[config.mk]
export PLATFORM = sky130hd
export DESIGN_NAME = otp_fuse_ctrl
export DESIGN_NICKNAME = d
export VERILOG_FILES = /design/src/rtl/otp_pkg.sv /design/src/rtl/otp_seq.sv /design/src/rtl/otp_store.sv /design/src/rtl/otp_fuse_ctrl.sv
export SDC_FILE = /design/constraint.sdc
export NUM_CORES = 2
export LEC_CHECK = 0
export ABC_AREA = 1
export BUFFER_PORTS_ARGS = -buffer_cell sky130_fd_sc_hd__buf_2
export CORE_MARGIN = 3
export CORE_UTILIZATION = 40
export DETAILED_ROUTE_END_ITERATION = 8
export REMOVE_ABC_BUFFERS = 1
export SYNTH_ARGS = -nofsm -noshare
export SYNTH_HDL_FRONTEND = slang
export SYNTH_SLANG_ARGS = --single-unit
export TNS_END_PERCENT = 5
[constraint.sdc]
create_clock -name clk -period 74.2 [get_ports clk]
set_clock_uncertainty 0.15 [all_clocks]
set_input_delay 11.13 -clock clk [delete_from_list [all_inputs] [get_ports clk]]
set_output_delay 11.13 -clock clk [all_outputs]
set_load 0.01 [all_outputs]
[src/rtl/otp_pkg.sv]
package otp_pkg;
  localparam int unsigned DATA_W     = 32;
  localparam int unsigned KEY_W      = 16;
  localparam int unsigned WADDR_W    = 7;
  localparam int unsigned RDSTB_W    = 6;
  localparam int unsigned RELAX_W    = 4;
  localparam int unsigned PGSTB_W    = 12;
  localparam int unsigned BANK_WORDS = 8;
  localparam logic [KEY_W-1:0] UNLOCK_KEY = 16'h3E77;

  localparam int unsigned CTRL_ERR_BIT  = 9;
  localparam int unsigned CTRL_BUSY_BIT = 8;

  typedef enum logic [1:0] {
    SEQ_IDLE   = 2'd0,
    SEQ_LEAD   = 2'd1,
    SEQ_STROBE = 2'd2,
    SEQ_TAIL   = 2'd3
  } seq_state_e;

  typedef enum logic {
    OP_SENSE = 1'b0,
    OP_PROG  = 1'b1
  } op_kind_e;
endpackage

[src/rtl/otp_seq.sv]
module otp_seq
  import otp_pkg::*;
#(
  parameter int unsigned CNT_W = 12,
  parameter int unsigned RLX_W = 4
) (
  input  logic             clk,
  input  logic             rst_n,
  input  logic             start,
  input  logic [CNT_W-1:0] strobe_cnt,
  input  logic [RLX_W-1:0] relax_cnt,
  output logic             busy,
  output logic             done
);
  localparam int unsigned W1 = CNT_W + 1;
  localparam int unsigned W2 = CNT_W + 2;

  seq_state_e       state_q, state_d;
  logic [W1-1:0]    cnt_q, cnt_d;
  logic [RLX_W-1:0] rlx_q, rlx_d;
  logic [W1-1:0]    mid_q, mid_d;

  logic [W1-1:0] lead2;
  logic [W1-1:0] strobe_w;
  logic [W1-1:0] mid_m1;

  // Two relax periods are folded into the strobe count.
  assign lead2    = (W1'(relax_cnt) + W1'(1)) << 1;
  assign strobe_w = W1'(strobe_cnt);
  assign mid_m1   = (strobe_w >= lead2) ? (strobe_w - lead2) : '0;

  always_comb begin
    state_d = state_q;
    cnt_d   = cnt_q;
    rlx_d   = rlx_q;
    mid_d   = mid_q;
    done    = 1'b0;
    unique case (state_q)
      SEQ_IDLE: begin
        if (start) begin
          state_d = SEQ_LEAD;
          cnt_d   = W1'(relax_cnt);
          rlx_d   = relax_cnt;
          mid_d   = mid_m1;
        end
      end
      SEQ_LEAD: begin
        if (cnt_q == '0) begin
          state_d = SEQ_STROBE;
          cnt_d   = mid_q;
        end else begin
          cnt_d = cnt_q - W1'(1);
        end
      end
      SEQ_STROBE: begin
        if (cnt_q == '0) begin
          state_d = SEQ_TAIL;
          cnt_d   = W1'(rlx_q);
        end else begin
          cnt_d = cnt_q - W1'(1);
        end
      end
      SEQ_TAIL: begin
        if (cnt_q == '0) begin
          state_d = SEQ_IDLE;
          done    = 1'b1;
        end else begin
          cnt_d = cnt_q - W1'(1);
        end
      end
      default: state_d = SEQ_IDLE;
    endcase
  end

  always_ff @(posedge clk or negedge rst_n) begin
    if (!rst_n) begin
      state_q <= SEQ_IDLE;
      cnt_q   <= '0;
      rlx_q   <= '0;
      mid_q   <= '0;
    end else begin
      state_q <= state_d;
      cnt_q   <= cnt_d;
      rlx_q   <= rlx_d;
      mid_q   <= mid_d;
    end
  end

  assign busy = (state_q != SEQ_IDLE);

  // Checking aid: an independent busy-length count against the closed form.
  logic [W2-1:0] span_q;
  logic [W2-1:0] expect_q;
  logic [W2-1:0] expect_calc;
  assign expect_calc = (W2'(strobe_cnt) + W2'(1) > W2'(2) * W2'(relax_cnt) + W2'(3))
                     ? W2'(strobe_cnt) + W2'(1)
                     : W2'(2) * W2'(relax_cnt) + W2'(3);

  always_ff @(posedge clk or negedge rst_n) begin
    if (!rst_n) begin
      span_q   <= '0;
      expect_q <= '0;
    end else if (start && !busy) begin
      span_q   <= '0;
      expect_q <= expect_calc;
    end else if (busy) begin
      span_q <= span_q + W2'(1);
    end
  end

  p_busy_len_r5: assert property (@(posedge clk) disable iff (!rst_n)
    done |-> (span_q + W2'(1) == expect_q));

  p_no_start_busy_r9: assert property (@(posedge clk) disable iff (!rst_n)
    busy |-> !start);

  p_done_drops_busy_r5: assert property (@(posedge clk) disable iff (!rst_n)
    done |=> !busy);
endmodule

[src/rtl/otp_store.sv]
module otp_store
  import otp_pkg::*;
#(
  parameter int unsigned NUM_WORDS = 16,
  parameter int unsigned IDX_W     = 4
) (
  input  logic              clk,
  input  logic              rst_n,
  input  logic              prog_en,
  input  logic [IDX_W-1:0]  prog_idx,
  input  logic [DATA_W-1:0] prog_data,
  input  logic              sh_wr,
  input  logic [IDX_W-1:0]  sh_idx,
  input  logic [DATA_W-1:0] sh_wdata,
  input  logic [IDX_W-1:0]  fuse_idx,
  output logic [DATA_W-1:0] fuse_rdata,
  output logic [DATA_W-1:0] sh_rdata
);
  logic [NUM_WORDS-1:0][DATA_W-1:0] fuse_q, fuse_d;
  logic [NUM_WORDS-1:0][DATA_W-1:0] sh_q, sh_d;

  always_comb begin
    fuse_d = fuse_q;
    sh_d   = sh_q;
    for (int w = 0; w < NUM_WORDS; w++) begin
      if (sh_wr && (sh_idx == IDX_W'(w))) begin
        sh_d[w] = sh_wdata;
      end
      // A completing program wins over a same-cycle override.
      if (prog_en && (prog_idx == IDX_W'(w))) begin
        fuse_d[w] = fuse_q[w] | prog_data;
        sh_d[w]   = fuse_q[w] | prog_data;
      end
    end
  end

  always_ff @(posedge clk or negedge rst_n) begin
    if (!rst_n) begin
      fuse_q <= '0;
      sh_q   <= '0;
    end else begin
      fuse_q <= fuse_d;
      sh_q   <= sh_d;
    end
  end

  assign fuse_rdata = fuse_q[fuse_idx];
  assign sh_rdata   = sh_q[sh_idx];

  p_prog_sets_bits_r6: assert property (@(posedge clk) disable iff (!rst_n)
    prog_en |=> ((fuse_q[$past(prog_idx)] & $past(prog_data)) == $past(prog_data)));

  p_override_keeps_fuse_r10: assert property (@(posedge clk) disable iff (!rst_n)
    (sh_wr && !prog_en) |=> $stable(fuse_q));

  p_fuse_monotonic_r6: assert property (@(posedge clk) disable iff (!rst_n)
    prog_en |=> ((fuse_q[$past(prog_idx)] & $past(fuse_q[prog_idx])) == $past(fuse_q[prog_idx])));
endmodule

[src/rtl/otp_fuse_ctrl.sv]
module otp_fuse_ctrl
  import otp_pkg::*;
#(
  parameter int unsigned NUM_WORDS   = 16,
  parameter int unsigned ADDR_BITS   = 10,
  parameter int unsigned RDSTB_RST   = 6,
  parameter int unsigned RELAX_RST   = 1,
  parameter int unsigned PGSTB_RST   = 10
) (
  input  logic                 clk,
  input  logic                 rst_n,
  input  logic [ADDR_BITS-1:0] bus_addr,
  input  logic                 bus_wr,
  input  logic [DATA_W-1:0]    bus_wdata,
  output logic [DATA_W-1:0]    bus_rdata
);
  localparam int unsigned IDX_W  = (NUM_WORDS > 1) ? $clog2(NUM_WORDS) : 1;
  localparam int unsigned SIDX_W = ADDR_BITS - 3;
  localparam logic [ADDR_BITS-1:0] OFF_CTRL    = ADDR_BITS'(12'h000);
  localparam logic [ADDR_BITS-1:0] OFF_SET     = ADDR_BITS'(12'h004);
  localparam logic [ADDR_BITS-1:0] OFF_CLR     = ADDR_BITS'(12'h008);
  localparam logic [ADDR_BITS-1:0] OFF_TIMING  = ADDR_BITS'(12'h010);
  localparam logic [ADDR_BITS-1:0] OFF_DATA    = ADDR_BITS'(12'h020);
  localparam logic [ADDR_BITS-1:0] OFF_SNS_CTL = ADDR_BITS'(12'h030);
  localparam logic [ADDR_BITS-1:0] OFF_SNS_DAT = ADDR_BITS'(12'h040);

  // ---------------- reset synchronizer ----------------
  logic rst_meta_q, rst_sync_q;
  always_ff @(posedge clk or negedge rst_n) begin
    if (!rst_n) begin
      rst_meta_q <= 1'b0;
      rst_sync_q <= 1'b0;
    end else begin
      rst_meta_q <= 1'b1;
      rst_sync_q <= rst_meta_q;
    end
  end

  // ---------------- state ----------------
  logic [KEY_W-1:0]   unlock_q, unlock_d;
  logic [WADDR_W-1:0] waddr_q, waddr_d;
  logic               err_q, err_d;
  logic [RDSTB_W-1:0] trd_q, trd_d;
  logic [RELAX_W-1:0] trlx_q, trlx_d;
  logic [PGSTB_W-1:0] tpg_q, tpg_d;
  op_kind_e           op_q, op_d;
  logic [IDX_W-1:0]   oidx_q, oidx_d;
  logic [DATA_W-1:0]  odata_q, odata_d;
  logic [DATA_W-1:0]  sense_q, sense_d;

  logic busy, done;
  logic [DATA_W-1:0] fuse_rdata, sh_rdata;

  // ---------------- decode ----------------
  logic wr_ctrl, wr_set, wr_clr, wr_tim, prog_req, sense_req;
  logic addr_ok, key_ok, prog_go, sense_go, start, err_set;
  logic sh_region, sh_hit, sh_wr;
  logic [SIDX_W-1:0] sh_raw;
  logic [PGSTB_W-1:0] seq_strobe;

  assign wr_ctrl   = bus_wr && (bus_addr == OFF_CTRL);
  assign wr_set    = bus_wr && (bus_addr == OFF_SET);
  assign wr_clr    = bus_wr && (bus_addr == OFF_CLR);
  assign wr_tim    = bus_wr && (bus_addr == OFF_TIMING);
  assign prog_req  = bus_wr && (bus_addr == OFF_DATA);
  assign sense_req = bus_wr && (bus_addr == OFF_SNS_CTL) && bus_wdata[0];

  assign addr_ok  = (32'(waddr_q) < NUM_WORDS);
  assign key_ok   = (unlock_q == UNLOCK_KEY);
  assign prog_go  = prog_req && !busy && key_ok && addr_ok;
  assign sense_go = sense_req && !busy && addr_ok;
  assign start    = prog_go || sense_go;
  assign err_set  = (prog_req && !prog_go) || (sense_req && !sense_go);

  assign sh_region = bus_addr[ADDR_BITS-1];
  assign sh_raw    = bus_addr[ADDR_BITS-2:2];
  assign sh_hit    = sh_region && (32'(sh_raw) < NUM_WORDS);
  assign sh_wr     = bus_wr && sh_hit;

  // ---------------- next state ----------------
  always_comb begin
    unlock_d = unlock_q;
    waddr_d  = waddr_q;
    err_d    = err_q;
    trd_d    = trd_q;
    trlx_d   = trlx_q;
    tpg_d    = tpg_q;
    op_d     = op_q;
    oidx_d   = oidx_q;
    odata_d  = odata_q;
    sense_d  = sense_q;

    if (done && (op_q == OP_PROG)) begin
      unlock_d = '0;
    end
    if (done && (op_q == OP_SENSE)) begin
      sense_d = fuse_rdata;
    end

    if (wr_ctrl) begin
      unlock_d = bus_wdata[31:16];
      waddr_d  = bus_wdata[WADDR_W-1:0];
    end else if (wr_set) begin
      unlock_d = unlock_q | bus_wdata[31:16];
      waddr_d  = waddr_q  | bus_wdata[WADDR_W-1:0];
    end else if (wr_clr) begin
      unlock_d = unlock_q & ~bus_wdata[31:16];
      waddr_d  = waddr_q  & ~bus_wdata[WADDR_W-1:0];
    end

    if (err_set) begin
      err_d = 1'b1;
    end else if (wr_clr && bus_wdata[CTRL_ERR_BIT]) begin
      err_d = 1'b0;
    end

    if (wr_tim) begin
      trd_d  = bus_wdata[21:16];
      trlx_d = bus_wdata[15:12];
      tpg_d  = bus_wdata[11:0];
    end

    if (start) begin
      op_d   = prog_go ? OP_PROG : OP_SENSE;
      oidx_d = waddr_q[IDX_W-1:0];
      if (prog_go) begin
        odata_d = bus_wdata;
      end
    end
  end

  // ---------------- registers ----------------
  always_ff @(posedge clk or negedge rst_sync_q) begin
    if (!rst_sync_q) begin
      unlock_q <= '0;
      waddr_q  <= '0;
      err_q    <= 1'b0;
      trd_q    <= RDSTB_W'(RDSTB_RST);
      trlx_q   <= RELAX_W'(RELAX_RST);
      tpg_q    <= PGSTB_W'(PGSTB_RST);
      op_q     <= OP_SENSE;
      oidx_q   <= '0;
      odata_q  <= '0;
      sense_q  <= '0;
    end else begin
      unlock_q <= unlock_d;
      waddr_q  <= waddr_d;
      err_q    <= err_d;
      trd_q    <= trd_d;
      trlx_q   <= trlx_d;
      tpg_q    <= tpg_d;
      op_q     <= op_d;
      oidx_q   <= oidx_d;
      odata_q  <= odata_d;
      sense_q  <= sense_d;
    end
  end

  // ---------------- submodules ----------------
  assign seq_strobe = prog_go ? tpg_q : PGSTB_W'(trd_q);

  otp_seq #(
    .CNT_W (PGSTB_W),
    .RLX_W (RELAX_W)
  ) u_seq (
    .clk        (clk),
    .rst_n      (rst_sync_q),
    .start      (start),
    .strobe_cnt (seq_strobe),
    .relax_cnt  (trlx_q),
    .busy       (busy),
    .done       (done)
  );

  otp_store #(
    .NUM_WORDS (NUM_WORDS),
    .IDX_W     (IDX_W)
  ) u_store (
    .clk        (clk),
    .rst_n      (rst_sync_q),
    .prog_en    (done && (op_q == OP_PROG)),
    .prog_idx   (oidx_q),
    .prog_data  (odata_q),
    .sh_wr      (sh_wr),
    .sh_idx     (sh_raw[IDX_W-1:0]),
    .sh_wdata   (bus_wdata),
    .fuse_idx   (oidx_q),
    .fuse_rdata (fuse_rdata),
    .sh_rdata   (sh_rdata)
  );

  // ---------------- read mux ----------------
  always_comb begin
    bus_rdata = '0;
    if (sh_hit) begin
      bus_rdata = sh_rdata;
    end else begin
      unique case (bus_addr)
        OFF_CTRL, OFF_SET, OFF_CLR:
          bus_rdata = {unlock_q, 6'b0, err_q, busy, 1'b0, waddr_q};
        OFF_TIMING:  bus_rdata = {10'b0, trd_q, trlx_q, tpg_q};
        OFF_SNS_DAT: bus_rdata = sense_q;
        default:     bus_rdata = '0;
      endcase
    end
  end

  // ---------------- assertions ----------------
  p_err_sticky_r3: assert property (@(posedge clk) disable iff (!rst_sync_q)
    (err_q && !(wr_clr && bus_wdata[CTRL_ERR_BIT])) |=> err_q);

  p_unlock_wiped_r7: assert property (@(posedge clk) disable iff (!rst_sync_q)
    (done && (op_q == OP_PROG) && !wr_ctrl && !wr_set) |=> (unlock_q == '0));

  p_prog_keyed_r6: assert property (@(posedge clk) disable iff (!rst_sync_q)
    ($rose(busy) && (op_q == OP_PROG)) |-> ($past(unlock_q) == UNLOCK_KEY));

  p_nokey_errs_r9: assert property (@(posedge clk) disable iff (!rst_sync_q)
    (prog_req && (unlock_q != UNLOCK_KEY)) |=> (err_q && $stable(busy)));
endmodule

==> flow_metrics.py <==
metrics = {
    "timing": {
        "tightest_slew_ps": 1310,
        "setup-tns-final_ps": 0,
        "clock.fmax_ghz": 0.0373,
        "hold_viol_final": 0,
        "setup_viol": 0,
        "grt_setup_unrepaired": "false",
        "min_period_ps": 26780,
        "finalMaxSlewViolations": 0,
        "period_share_pct": 36.1,
        "slew_headroom_pct": 12.5,
    },
    "route": {
        "vias": 53300,
        "drt_iter0_drc": 8051,
        "post-route-drc-count": 0,
        "firstDrtPassIters": 9,
        "ant_nets": 0,
        "via_per_inst": 6.29,
        "wl_per_cell_um": 28.9,
        "finalWirelength_um": 245000,
    },
    "logic_synthesis": {
        "synthCells": 6675,
        "synthTopCellsByArea": "dfrtp_1 52%, o21ai_0 11%, nand2_1 9.5%, inv_1 4.1%, a22oi_1 3.7%",
        "async_flop_share_pct": 100,
        "synthTopCellsByCount": "1423 x nand2_1, 1195 x o21ai_0, 1168 x dfrtp_1",
        "synth.avg_cell_area_um2": 8.40,
        "netlist_area_um2": 56100,
        "yosysTopAreaCell": "dfrtp_1",
        "yosysMostFrequentCell": "nand2_1",
        "synth_seq_area_share_pct": 52.3,
        "yosysWarnings": 0,
        "synth_cell_types": 52,
        "synth_top_area_share_pct": 52.1,
        "synthFlopType": "dfrtp_1",
        "synth-edff-count": 0,
        "ys_ff_latch": 1173,
    },
    "global_route": {
        "grt_pass1_wl_um": 353000,
        "overflow": 0,
        "antenna_found_initial": 20,
        "grt_max_degree": 171,
        "grt_pass1_vias": 50100,
        "grt_usage_pct": 33.1,
    },
    "die": {
        "rows": 136,
        "pin_count": 77,
        "fp.dieH_um": 380,
        "die_w_um": 380,
        "dieArea_um2": 145000,
        "initial_core_util_pct": 40.5,
        "core_area_um2": 138000,
    },
    "clocking": {
        "cts-resized-gates": 0,
        "root_buffer": "clkbuf_16",
        "clkLatencyLatePin_ps": 800,
        "cts_setup_buffers": 0,
        "numCtsBuffers": 135,
        "cts_tree": "yes",
        "clkTransAtPathRegs_ps": 60,
        "clock-sinks": 1173,
        "holdBufCountCts": 0,
        "clk_path_buf_depth": 3,
        "htree_levels": 4,
    },
    "placement": {
        "dpl_cell_area_um2": 57900,
        "place_congestion": 0.952,
        "dp_hpwl_um": 139000,
        "portBuffers": 76,
        "placed_cells": 8236,
    },
    "critical_path": {
        "cp_data_required_time_ps": 62920,
        "r2r-start": "oidx_q[1]",
        "crit_start": "bus_addr[4]",
        "end_kind": "primary output",
        "crit_type": "in -> out",
        "critPathLaunchType": "input pin",
        "cp_max_fo": 18,
        "worstPathArrival_ps": 15500,
    },
    "power_and_ir_drop": {
        "leakagePower_nw": 28.9,
        "p_per_area_nw_per_um2": 22.7,
        "vdd_drop_max_v": 0.0000211,
    },
    "hold_path": {
        "hp-start": "rst_meta_q",
        "hold_class": "reg -> reg",
    },
    "layout": {
        "fillerInstances": 13500,
        "final_net_count": 6568,
        "finalNonFillerCells": 8479,
        "syn_to_final_growth_pct": 10.8,
        "design_area_um2": 62200,
        "layout-drive-gt1-share_pct": 7.32,
    },
    "run_status": {
        "outcome": "finished, final reports clean",
    },
    "flow_run": {
        "maxCapViolations": 0,
    },
}
[path summary, 6_finish.rpt]
kind	slack [ps]	depth (start not counted)	endpoint
max in group asynchronous	63820	1	rst_sync_q
setup reg to reg	68870	8	u_store.sh_q[233]
hold / removal	200	0	rst_sync_q
setup / recovery	47420	11	bus_rdata[6]
min in group asynchronous	320	0	u_store.sh_q[42]
hold reg to reg	200	0	rst_sync_q
[routing by layer]
metal	global-route usage [%]	vias up	wire, µm
met5	0	-	28
met4	18.6	4	15300
met3	10.8	800	33500
met2	47.2	3941	102000
met1	44.0	26100	94600
li1	-	22500	-
[report_power, final]
| part | switching, mW | internal [mW] |
|---|---|---|
| Sequential | 0.0119 | 0.656 |
| Combinational | 0.0553 | 0.0217 |
| Clock | 0.280 | 0.382 |
[cells in the final DEF, fill, tap and decap left out, types with 27 or more instances in the layout]
cell,count
nand2_1,1414
o21ai_0,1195
dfrtp_1,1167
inv_1,610
nor2_1,305
a22oi_1,274
a31oi_1,235
nand3_1,156
clkbuf_16,138
a21oi_1,117
o22ai_1,109
nand4_1,105
buf_4,97
o21bai_1,82
o21ai_1,80
buf_2,76
o221ai_1,65
mux2i_1,42
clkbuf_1,31
inv_2,27
[stage by stage]
step           power (mW)  setup slack [ps]  utilization, %  hold slack (ps)
6_report             1.41             47420            44.9              199
5_1_grt              1.45             47600            44.9              221
4_1_cts              1.41             47920            44.9              203
3_5_place_dp        0.754             47850            41.8              189
3_3_place_gp        0.753             47920            41.8              185
2_1_floorplan       0.723             38940               -              181
[state kept, by name (all words and copies together) (netlist names), 2 cells and up, named ones only]
| register | flops |
|---|---|
| tpg_q | 12 |
| sense_q | 32 |
| trd_q | 6 |
| u_seq.mid_q | 13 |
| u_seq.cnt_q | 13 |
| trlx_q | 4 |
| u_store.fuse_q | 512 |
| u_seq.rlx_q | 4 |
| oidx_q | 4 |
| odata_q | 32 |
| u_store.sh_q | 512 |
| unlock_q | 16 |
| u_seq.state_q | 2 |
[cells by family after synthesis]
group | synth area share (%)
buffers and inverters | 7.89
XOR/XNOR | 0.250
adder cells (fa/ha/maj) | 0.303
other | 0.00669
AND/OR/NAND/NOR | 15.5
flip-flops | 52.3
AO/OA/AOI/OAI | 22.9
multiplexers | 0.749
[area by class of cell]
type                       instances  area [µm²]  area share [%]
antenna                           19        47.5          0.0765
clock buffer                     194        3910            6.30
clock inverter                    30         333           0.535
inverter                         645        2430            3.91
multi-input combinational       4379       22600            36.3
sequential                      1173       29400            47.2
tap                             1863        2330            3.75
timing repair buffer             176        1170            1.88
[worst max-delay path: stages]
cell and delay, ps:
buf_2 140, nor2_4 600, buf_4 580, inv_1 530, nor3_1 470, nand2_1 590, buf_4 430, o22ai_1 120
a21oi_1 80, a21oi_1 540, buf_2 250
(Power assumes the default switching activity.)
